$ cat src/rtl/dectmr_pkg.sv
package dectmr_pkg;

  typedef enum logic [1:0] {
    SEL_COUNT  = 2'd0,
    SEL_RELOAD = 2'd1,
    SEL_CTRL   = 2'd2,
    SEL_STAT   = 2'd3
  } regSel_e;

  // bit positions decoded by software
  localparam int STAT_BIT   = 27;
  localparam int IRQEN_BIT  = 26;
  localparam int RELOAD_BIT = 22;

  typedef struct packed {
    logic swLoad;     // load count from write data
    logic stepDown;   // count minus one
    logic autoLoad;   // count from reload register
    logic reloadWr;   // store reload register
  } dpStrobe_t;

  typedef struct packed {
    logic isZero;
    logic isOne;
  } cntFlags_t;

endpackage

$ cat src/rtl/dectmr_datapath.sv
module dectmr_datapath
  import dectmr_pkg::*;
#(
  parameter int WIDTH = 32
) (
  input  logic             clk,
  input  logic             rstN,
  input  dpStrobe_t        strobe,
  input  logic [WIDTH-1:0] wrData,
  output logic [WIDTH-1:0] count,
  output cntFlags_t        flags
);

  logic [WIDTH-1:0] reloadVal;

  always_ff @(posedge clk) begin
    if (!rstN) begin
      reloadVal <= '0;
    end else if (strobe.reloadWr) begin
      reloadVal <= wrData;
    end
  end

  always_ff @(posedge clk) begin
    if (!rstN) begin
      count <= '0;
    end else if (strobe.swLoad) begin
      count <= wrData;
    end else if (strobe.autoLoad) begin
      count <= reloadVal;
    end else if (strobe.stepDown) begin
      count <= count - WIDTH'(1);
    end
  end

  always_comb begin
    flags.isZero = (count == '0);
    flags.isOne  = (count == WIDTH'(1));
  end

  AST_SW_LOAD_WINS: assert property (@(posedge clk) disable iff (!rstN)
    strobe.swLoad |=> count == $past(wrData));

endmodule

$ cat src/rtl/dectmr_ctrl.sv
module dectmr_ctrl
  import dectmr_pkg::*;
#(
  parameter bit ZERO_TRIG = 1'b1
) (
  input  logic      clk,
  input  logic      rstN,
  input  logic      tickEn,
  input  logic      wrEn,
  input  regSel_e   wrSel,
  input  logic      wrStatBit,
  input  logic      wrIrqEnBit,
  input  logic      wrReloadBit,
  input  logic      signRise,
  input  cntFlags_t flags,
  output dpStrobe_t strobe,
  output logic      statFlag,
  output logic      irqOut
);

  logic irqEn;
  logic autoRel;
  logic swCnt;
  logic tickGo;
  logic expireHit;
  logic tickEvt;
  logic swEvt;
  logic stepDown;

  assign swCnt  = wrEn && (wrSel == SEL_COUNT);
  assign tickGo = tickEn && !swCnt;

  // expiry condition depends on the trigger rule
  assign expireHit = ZERO_TRIG ? flags.isOne : flags.isZero;
  assign tickEvt   = tickGo && expireHit;
  assign swEvt     = !ZERO_TRIG && swCnt && signRise;

  generate
    if (ZERO_TRIG) begin : gZeroHold
      assign stepDown = tickGo && !flags.isZero && !(tickEvt && autoRel);
    end else begin : gWrap
      assign stepDown = tickGo && !(tickEvt && autoRel);
    end
  endgenerate

  always_comb begin
    strobe.swLoad   = swCnt;
    strobe.stepDown = stepDown;
    strobe.autoLoad = tickEvt && autoRel;
    strobe.reloadWr = wrEn && (wrSel == SEL_RELOAD);
  end

  always_ff @(posedge clk) begin
    if (!rstN) begin
      irqEn   <= 1'b0;
      autoRel <= 1'b0;
    end else if (wrEn && (wrSel == SEL_CTRL)) begin
      irqEn   <= wrIrqEnBit;
      autoRel <= wrReloadBit;
    end
  end

  always_ff @(posedge clk) begin
    if (!rstN) begin
      statFlag <= 1'b0;
    end else if (tickEvt || swEvt) begin
      statFlag <= 1'b1;
    end else if (wrEn && (wrSel == SEL_STAT) && wrStatBit) begin
      statFlag <= 1'b0;
    end
  end

  assign irqOut = statFlag && irqEn;

  AST_ONE_COUNT_SOURCE: assert property (@(posedge clk) disable iff (!rstN)
    $onehot0({strobe.swLoad, strobe.stepDown, strobe.autoLoad}));

  AST_EVENT_NOT_LOST: assert property (@(posedge clk) disable iff (!rstN)
    (tickEvt || swEvt) |=> statFlag);

endmodule

$ cat src/rtl/reload_decrementer.sv
module reload_decrementer
  import dectmr_pkg::*;
#(
  parameter int WIDTH     = 32,
  parameter bit ZERO_TRIG = 1'b1
) (
  input  logic             clk,
  input  logic             rstN,
  input  logic             tickEn,
  input  logic             wrEn,
  input  logic [1:0]       wrAddr,
  input  logic [WIDTH-1:0] wrData,
  output logic [WIDTH-1:0] countOut,
  output logic             intStatus,
  output logic             decIrq
);

  localparam int MSB = WIDTH - 1;

  dpStrobe_t strobe;
  cntFlags_t flags;
  regSel_e   wrSel;
  logic      signRise;
  logic      swCntWr;

  assign wrSel    = regSel_e'(wrAddr);
  assign signRise = wrData[MSB] && !countOut[MSB];
  assign swCntWr  = wrEn && (wrSel == SEL_COUNT);

  dectmr_ctrl #(
    .ZERO_TRIG(ZERO_TRIG)
  ) u_ctrl (
    .clk        (clk),
    .rstN       (rstN),
    .tickEn     (tickEn),
    .wrEn       (wrEn),
    .wrSel      (wrSel),
    .wrStatBit  (wrData[STAT_BIT]),
    .wrIrqEnBit (wrData[IRQEN_BIT]),
    .wrReloadBit(wrData[RELOAD_BIT]),
    .signRise   (signRise),
    .flags      (flags),
    .strobe     (strobe),
    .statFlag   (intStatus),
    .irqOut     (decIrq)
  );

  dectmr_datapath #(
    .WIDTH(WIDTH)
  ) u_dp (
    .clk   (clk),
    .rstN  (rstN),
    .strobe(strobe),
    .wrData(wrData),
    .count (countOut),
    .flags (flags)
  );

  AST_STEP_BY_ONE: assert property (@(posedge clk) disable iff (!rstN)
    (tickEn && !swCntWr && countOut > WIDTH'(1))
      |=> countOut == $past(countOut) - WIDTH'(1));

  AST_IDLE_STABLE: assert property (@(posedge clk) disable iff (!rstN)
    (!tickEn && !swCntWr) |=> $stable(countOut));

  AST_CLEAR_TAKES: assert property (@(posedge clk) disable iff (!rstN)
    (wrEn && wrSel == SEL_STAT && wrData[STAT_BIT] && !tickEn)
      |=> !intStatus);

  AST_IRQ_NEEDS_STATUS: assert property (@(posedge clk) disable iff (!rstN)
    decIrq |-> intStatus);

  generate
    if (ZERO_TRIG) begin : gZeroChk
      AST_ZERO_STICKS: assert property (@(posedge clk) disable iff (!rstN)
        (countOut == '0 && !swCntWr) |=> countOut == '0);
    end else begin : gWrapChk
      AST_WRAP_FLAGS: assert property (@(posedge clk) disable iff (!rstN)
        (tickEn && !swCntWr && countOut == '0) |=> intStatus);
    end
  endgenerate

endmodule

$ cat config.mk
export PLATFORM = sky130hd
export DESIGN_NAME = reload_decrementer
export DESIGN_NICKNAME = d
export VERILOG_FILES = /design/src/rtl/dectmr_pkg.sv /design/src/rtl/dectmr_datapath.sv /design/src/rtl/dectmr_ctrl.sv /design/src/rtl/reload_decrementer.sv
export SDC_FILE = /design/constraint.sdc
export NUM_CORES = 1
export LEC_CHECK = 0
export BUFFER_PORTS_ARGS = -buffer_cell sky130_fd_sc_hd__buf_2
export CORE_MARGIN = 2
export CORE_UTILIZATION = 50
export DETAILED_ROUTE_END_ITERATION = 10
export GPL_ROUTABILITY_DRIVEN = 0
export PLACE_DENSITY = 0.81
export SLEW_MARGIN = 20
export SYNTH_ARGS = -nofsm -noshare
export SYNTH_HDL_FRONTEND = slang
export SYNTH_SLANG_ARGS = --single-unit
export TNS_END_PERCENT = 1
$ cat constraint.sdc
create_clock -name clk -period 2.4 [get_ports clk]
set_clock_uncertainty 0.1 [all_clocks]
set_input_delay 0.48 -clock clk [delete_from_list [all_inputs] [get_ports clk]]
set_output_delay 0.48 -clock clk [all_outputs]
set_load 0.005 [all_outputs]
==> impl_results.md, run 1 <==
- Status: finished clean
- Via Count: 3,988
- GRT overflow: 0
- Flops & latches, synth: 67
- Core box area: 0.006869 mm²
- Row count: 30
- Slew HR: 53.06%
- Pwr per Cell Area: roughly 620 mW/mm²
- Worst-Margin Slew: a little over 700 ps
- Most used DFF post-synth: dfxtp_1
- Pins Over Slew Limit: 0
- CTS tree: done
- Finish-stage setup viols: 0
- CTS Sinks: 67
- Period utilisation layout: between 90% and 100%
- Die X: slightly below 90 µm
- Post-synth top area share: between 30% and 40%
- Post-route minimum period: between 2000 and 2500 ps
- Placed Instance Area: roughly 0.0043 mm²
- Wire length per cell: about 17 µm
- Die Ht: around 89 µm
- CP Class: reg2reg
- Initial Util: 52.24%
- Top cells by area, synth: dfxtp_1 37%, nand2_1 9.1%, a21oi_1 7.3%
- First-pass GRT wire length: between 15,000 and 20,000 µm
- Vias per cell: about 6
- Fin worst setup slack: 25.09 ps
- Port bufs: 71
- Crit. End Element: flop
- Total CTS buffers: 9
- Commonest cells after routing, fill and taps aside: 87 x nand2_1, 71 x buf_2, 64 x dfxtp_1
- Layout Utilization: approximately 67%
- DRC viols: 0
- Largest net degree at the start of global routing: 33
- Crit path arrival time: between 2000 and 3000 ps
- Nets: 604
- Final Hold Fails: 0
- Max-cap viol count: 0
- Max frequency: ~0.42 GHz
- Clock Path Buffers: 2
- Layout area overhead: 27.41%
- Root Driver: clkbuf_8
- Cell taking the most area after synthesis: dfxtp_1
- Clk_lat worst skew: around 350 ps
- Initial DRC Count: 414
- Top-Level Pins: 72
- Syn Nets: about 500
- Commonest non-fill, non-tap cell in the layout: nand2_1
- Cells after Synth: roughly 460
- Minimum hold slack: between 200 and 300 ps
- RSZ-0062 raised after global routing: yes
- Ant diodes: 0
- Total GRT Usage: a little under a third
- Register area share after synthesis: between 30% and 40%
- H-tree levels: 3
- Antenna viol nets, final: 0
- TritonRoute pass-1 iters: 5
- Post-Syn Area: between 0.003 and 0.004 mm²
- P_leak: roughly 1.9 nW
- Crit-path max FO: 17
- Die Area: approximately 0.0079 mm²
- Clock Pin Slew Worst Setup and Hold Paths: about 70 ps
- Post-DP HPWL: 7947 µm
- CP Launch Type: flop
- Max VDD drop: about 0.00034 V
- Cell variety after synth: 60
- Setup WS pre-CTS: -51.63 ps
- CTS hold repair buffers: 0
- EDFF count, synth: 0
- Worst path required time: roughly 2500 ps
- Worst hold path class: in2reg
- Synth Warn #: 0
- Initial antenna violation count: 0
- Routed WL: 11,370 µm
- Vias in the first global route: approximately 3.8k
- Layout cell share with drive strength beyond 1: 30.40%
- Fillcell total: 594
- Post-Layout Inst Area: approximately 0.0046 mm²
- Average instance area after synthesis: 7.767 µm²
- Asr flop ratio synth: 0%
[worst paths after layout]
check                                        from                               to  slack [ps]  cells past startpoint
setup / recovery       u_dp.count[5]$_SDFFE_PN0P_      u_dp.count[11]$_SDFFE_PN0P_          30                      7
hold reg to reg   u_dp.reloadVal[29]$_SDFFE_PN0P_  u_dp.reloadVal[29]$_SDFFE_PN0P_         350                      2
setup reg to reg       u_dp.count[5]$_SDFFE_PN0P_      u_dp.count[11]$_SDFFE_PN0P_          30                      7
hold / removal                         wrData[30]      u_dp.count[30]$_SDFFE_PN0P_         260                      3
[timing repair]
| action | 4_1_cts | 5_1_grt |
|---|---|---|
| pin swaps | 2 | 4 |
| buffers inserted | 2 | 0 |
| endpoints found under the setup margin | 9 | 26 |
| cloned | 0 | 0 |
| gates resized for setup | 6 | 16 |
[flip-flops by register name, indices dropped and copies added, names as in the netlist]
register,count
u_dp.count,32
u_ctrl.statFlag,1
u_ctrl.irqEn,1
u_ctrl.autoRel,1
u_dp.reloadVal,32
[cell usage after synthesis (all sizes together) (5+ instances only)]
| cell | number |
|---|---|
| clkbuf | 26 |
| nand3 | 16 |
| nor2 | 22 |
| xnor2 | 12 |
| or4 | 6 |
| nand2 | 88 |
| buf | 6 |
| dfxtp | 67 |
| o22ai | 9 |
| nand4 | 12 |
| nor3 | 17 |
| xor2 | 7 |
| o21ai | 32 |
| a21oi | 52 |
| or3 | 6 |
| o221ai | 5 |
| nor4 | 18 |
[report_power, final]
| part | switching (mW) | internal, mW |
|---|---|---|
| combinational | 0.441 | 0.372 |
| clock | 0.420 | 0.371 |
| sequential | 0.0705 | 1.18 |
[worst max-delay path, cell delays in order (launching register included)]
cell and delay [ps]:
dfxtp_1 350, or4_4 580, nor4_4 270, buf_4 190
nand4_4 80, a211o_4 450, o21ai_0 170, a31oi_1 60
[cell type report]
| cell class | instances | area (µm²) | share of cell area, % |
|---|---|---|---|
| clock buffers | 13 | 138.9 | 3.038 |
| clock inverters | 3 | 15.01 | 0.3284 |
| inverters | 5 | 18.77 | 0.4105 |
| multi-input cells | 358 | 2176 | 47.59 |
| flip-flops and latches | 67 | 1345 | 29.42 |
| well taps | 96 | 120.1 | 2.627 |
| repair buffers | 123 | 758.2 | 16.58 |
[kinds of logic (layout without fill, tap and decap cells)]
family	after synthesis	in the layout	synth area share (%)
and+or+nand+nor	209	209	30.75
AOI/OAI and AO/OA	121	121	19.84
DFF	67	67	37.38
buffers and inverters	37	144	4.497
xor gates and xnor gates	19	19	4.637
muxes	7	7	2.196
adders and majority gates	2	2	0.6972
[through the flow]
step	power (mW)	std cells	TNS, ps
after floorplan	1.708	462	-235.4
after global placement	2.001	647	-2.308
after detailed placement	2.023	647	-133.0
after CTS	2.817	665	0
after global routing	2.996	665	-453.8
final	2.854	665	0
[per-layer routing]
layer / wire length, µm / GRT usage (%)
met5: 0 / 0
met4: 289 / 13.22
met3: 1015 / 4.944
met2: 5331 / 49.66
met1: 4730 / 38.83
Note: power is estimated with default switching activity, not from simulation.
==> inputs of run 2 (changes only) <==
--- a/config.mk
+++ b/config.mk
@@ -6,6 +6,7 @@
 export NUM_CORES = 1
 export LEC_CHECK = 0
 export BUFFER_PORTS_ARGS = -buffer_cell sky130_fd_sc_hd__buf_2
+export CORE_ASPECT_RATIO = 0.5
 export CORE_MARGIN = 2
 export CORE_UTILIZATION = 50
 export DETAILED_ROUTE_END_ITERATION = 10
==> impl_results.md, run 2 (same netlist as run 1, synthesis figures left out) <==
- Setup WS pre-CTS: -59.36 ps (-7.733 ps)
- Met3 Use GR: 8.482% (+3.5 points)
- Post-route minimum period: 2430 ps (+55.10 ps)
- CP Class: reg2reg
- Antenna viol nets, final: 0 (unchanged)
- Pins Over Slew Limit: 0 (unchanged)
- Regs by FF count: u_dp.count: 32 flops, u_dp.reloadVal: 32 flops
- CP Launch Type: flop
- Crit path arrival time: 2540 ps (+40 ps)
- RSZ-0062 raised after global routing: yes
- CTS hold repair buffers: 0 (unchanged)
- Root Driver: clkbuf_16
- Post-DP HPWL: 7991 µm (+0.55%)
- Finish-stage setup viols: 4 (+4)
- Largest net degree at the start of global routing: 33 (unchanged)
- CTS Sinks: 67 (unchanged)
- Cells after DPL: 649 (+0.31%)
- Crit-path max FO: 9 (-8)
- Layout Utilization: 69.31% (+2.8 points)
- Layout area overhead: 31.45%
- Placed Instance Area: 0.004363 mm² (+0.63%)
- Minimum hold slack: 284.7 ps (+27.28 ps)
- Max-cap viol count: 0 (unchanged)
- CP max stage delay: 470 ps (-110 ps)
- Die Ht: 63.91 µm (-28%)
- Violated checks: negative setup slack
- Fin worst setup slack: -30.02 ps (-55.10 ps)
- Total CTS buffers: 9 (unchanged)
- Fin cells: 667 (+0.30%)
- Status: finished, violations left
- Die Area: 0.007912 mm² (+0.53%)
- GRT overflow: 0 (unchanged)
- Commonest non-fill, non-tap cell in the layout: nand2_1
- Clk_lat worst skew: 340 ps (about the same)
- CTS tree: done
- Final Hold Fails: 0 (unchanged)
- Crit. End Element: flop
- Commonest cells after routing, fill and taps aside: 86 x nand2_1, 71 x buf_2, 65 x dfxtp_1
- Vias per cell: 6.109 (+1.9%)
- Port bufs: 71 (unchanged)
- Initial Util: 52.73% (+0.49 points)
- Final setup TNS: -60.69 ps (-60.69 ps)
- Total GRT Usage: 30.56% (+0.41 points)
- Worst hold path class: in2reg
- Slew HR: 54.21% (+1.2 points)
- Ant diodes: 0 (unchanged)
- Row count: 21 (-30%)
- TritonRoute pass-1 iters: 5 (unchanged)
- Core box area: 0.006805 mm² (-0.93%)
- Slowest CP cell: or4b_4
- Period utilisation layout: 101.3% (+2.3 points)
- Worst-Margin Slew: 686.8 ps (-17.27 ps)
- Post-Layout Inst Area: 0.004717 mm² (+3.2%)
- Initial antenna violation count: 0 (unchanged)
- P_leak: 1.940 nW (+4.3%)
- First-pass GRT wire length: 18,350 µm (+0.87%)
- CP Cell Sequence: inv_2 -> ha_4 -> or4b_4 -> nor4_4 -> buf_4 -> nand4_4 -> a211o_4 -> o21ai_1 -> a31oi_1
- Top-Level Pins: 72 (unchanged)
- Grt met2 use: 46.15% (-3.5 points)
- Layout cell share with drive strength beyond 1: 31.30% (+0.90 points)
- Met1 Use GR: 41.34% (+2.5 points)
- Routed WL: 11,860 µm (+4.4%)
- Via Count: 4,075 (+2.2%)
- Max VDD drop: 0.0003625 V (+7.0%)
- GRT busiest layer: met2
- Wire length per cell: 17.78 µm (+4.1%)
- Clock Pin Slew Worst Setup and Hold Paths: 60 ps (about the same)
- DRC viols: 0 (unchanged)
- Fillcell total: 543 (-8.6%)
- Worst path required time: 2510 ps (-20 ps)
- Pwr per Cell Area: 700.0 mW/mm² (+12%)
- Die X: 123.8 µm (+40%)
- Initial DRC Count: 435 (+5.1%)
- Vias in the first global route: 3,757 (unchanged)
- H-tree levels: 3 (unchanged)
- Total power: 3.302 mW (+16%)
- Nets: 610 (+0.99%)
- Clock Path Buffers: 2 (unchanged)
- Max frequency: 0.4115 GHz (-2.3%)
run 2: cell types whose count changed in the layout (fill, tap and decap cells not counted), sizes merged:
cell	before	now
clkbuf	13	14
clkinv	4	3
buf	123	128
a211o	1	2
run 2: area by class of cell:
cell class | instances | area, µm² | area share (%)
clock buffers | 14 | 264.0 | 5.597
clock inverters | 2 | 10.01 | 0.2122
inverters | 5 | 18.77 | 0.3979
multi-input cells | 359 | 2182 | 46.26
flip-flops and latches | 67 | 1344 | 28.49
well taps | 92 | 115.1 | 2.440
repair buffers | 128 | 783.3 | 16.60
run 2: repair_timing:
item / in CTS / in global routing
setup endpoints to repair: 14 / 22
setup buffers: 1 / 0
gates resized for setup: 5 / 14
endpoints found under the hold margin: 0 / 0
pin swaps: 1 / 4
gates cloned: 0 / 1
run 2: worst max-delay path, delay by kind of cell (launching register included):
| kind | cells | cell delay, ps |
|---|---|---|
| AO/OA/AOI/OAI | 3 | 670 |
| adder cells (fa/ha/maj) | 1 | 120 |
| buffers and inverters | 2 | 280 |
| flip-flops | 1 | 330 |
| AND/OR/NAND/NOR | 3 | 780 |
run 2: final timing paths:
check,slack (ps),to,depth (start not counted),from
hold / removal,280,u_dp.reloadVal[3]$_SDFFE_PN0P_,3,wrData[3]
setup reg to reg,-30,u_dp.count[15]$_SDFFE_PN0P_,9,u_dp.count[0]$_SDFFE_PN0P_
setup / recovery,-30,u_dp.count[15]$_SDFFE_PN0P_,9,u_dp.count[0]$_SDFFE_PN0P_
hold reg to reg,350,u_dp.reloadVal[29]$_SDFFE_PN0P_,2,u_dp.reloadVal[29]$_SDFFE_PN0P_
run 2: where the power goes:
group          total, mW  leakage (nW)  switching, mW  internal (mW)
Clock               1.23         0.137          0.478          0.752
Combinational      0.827          1.25          0.456          0.371
Sequential          1.24         0.548         0.0629           1.18
Total               3.30          1.94          0.997           2.31
run 2: per-layer routing:
metal,wire [µm],vias to the layer above
met2,5165,236
met4,272,0
met3,1365,34
met1,5057,1898
li1,-,1907
met5,0,-
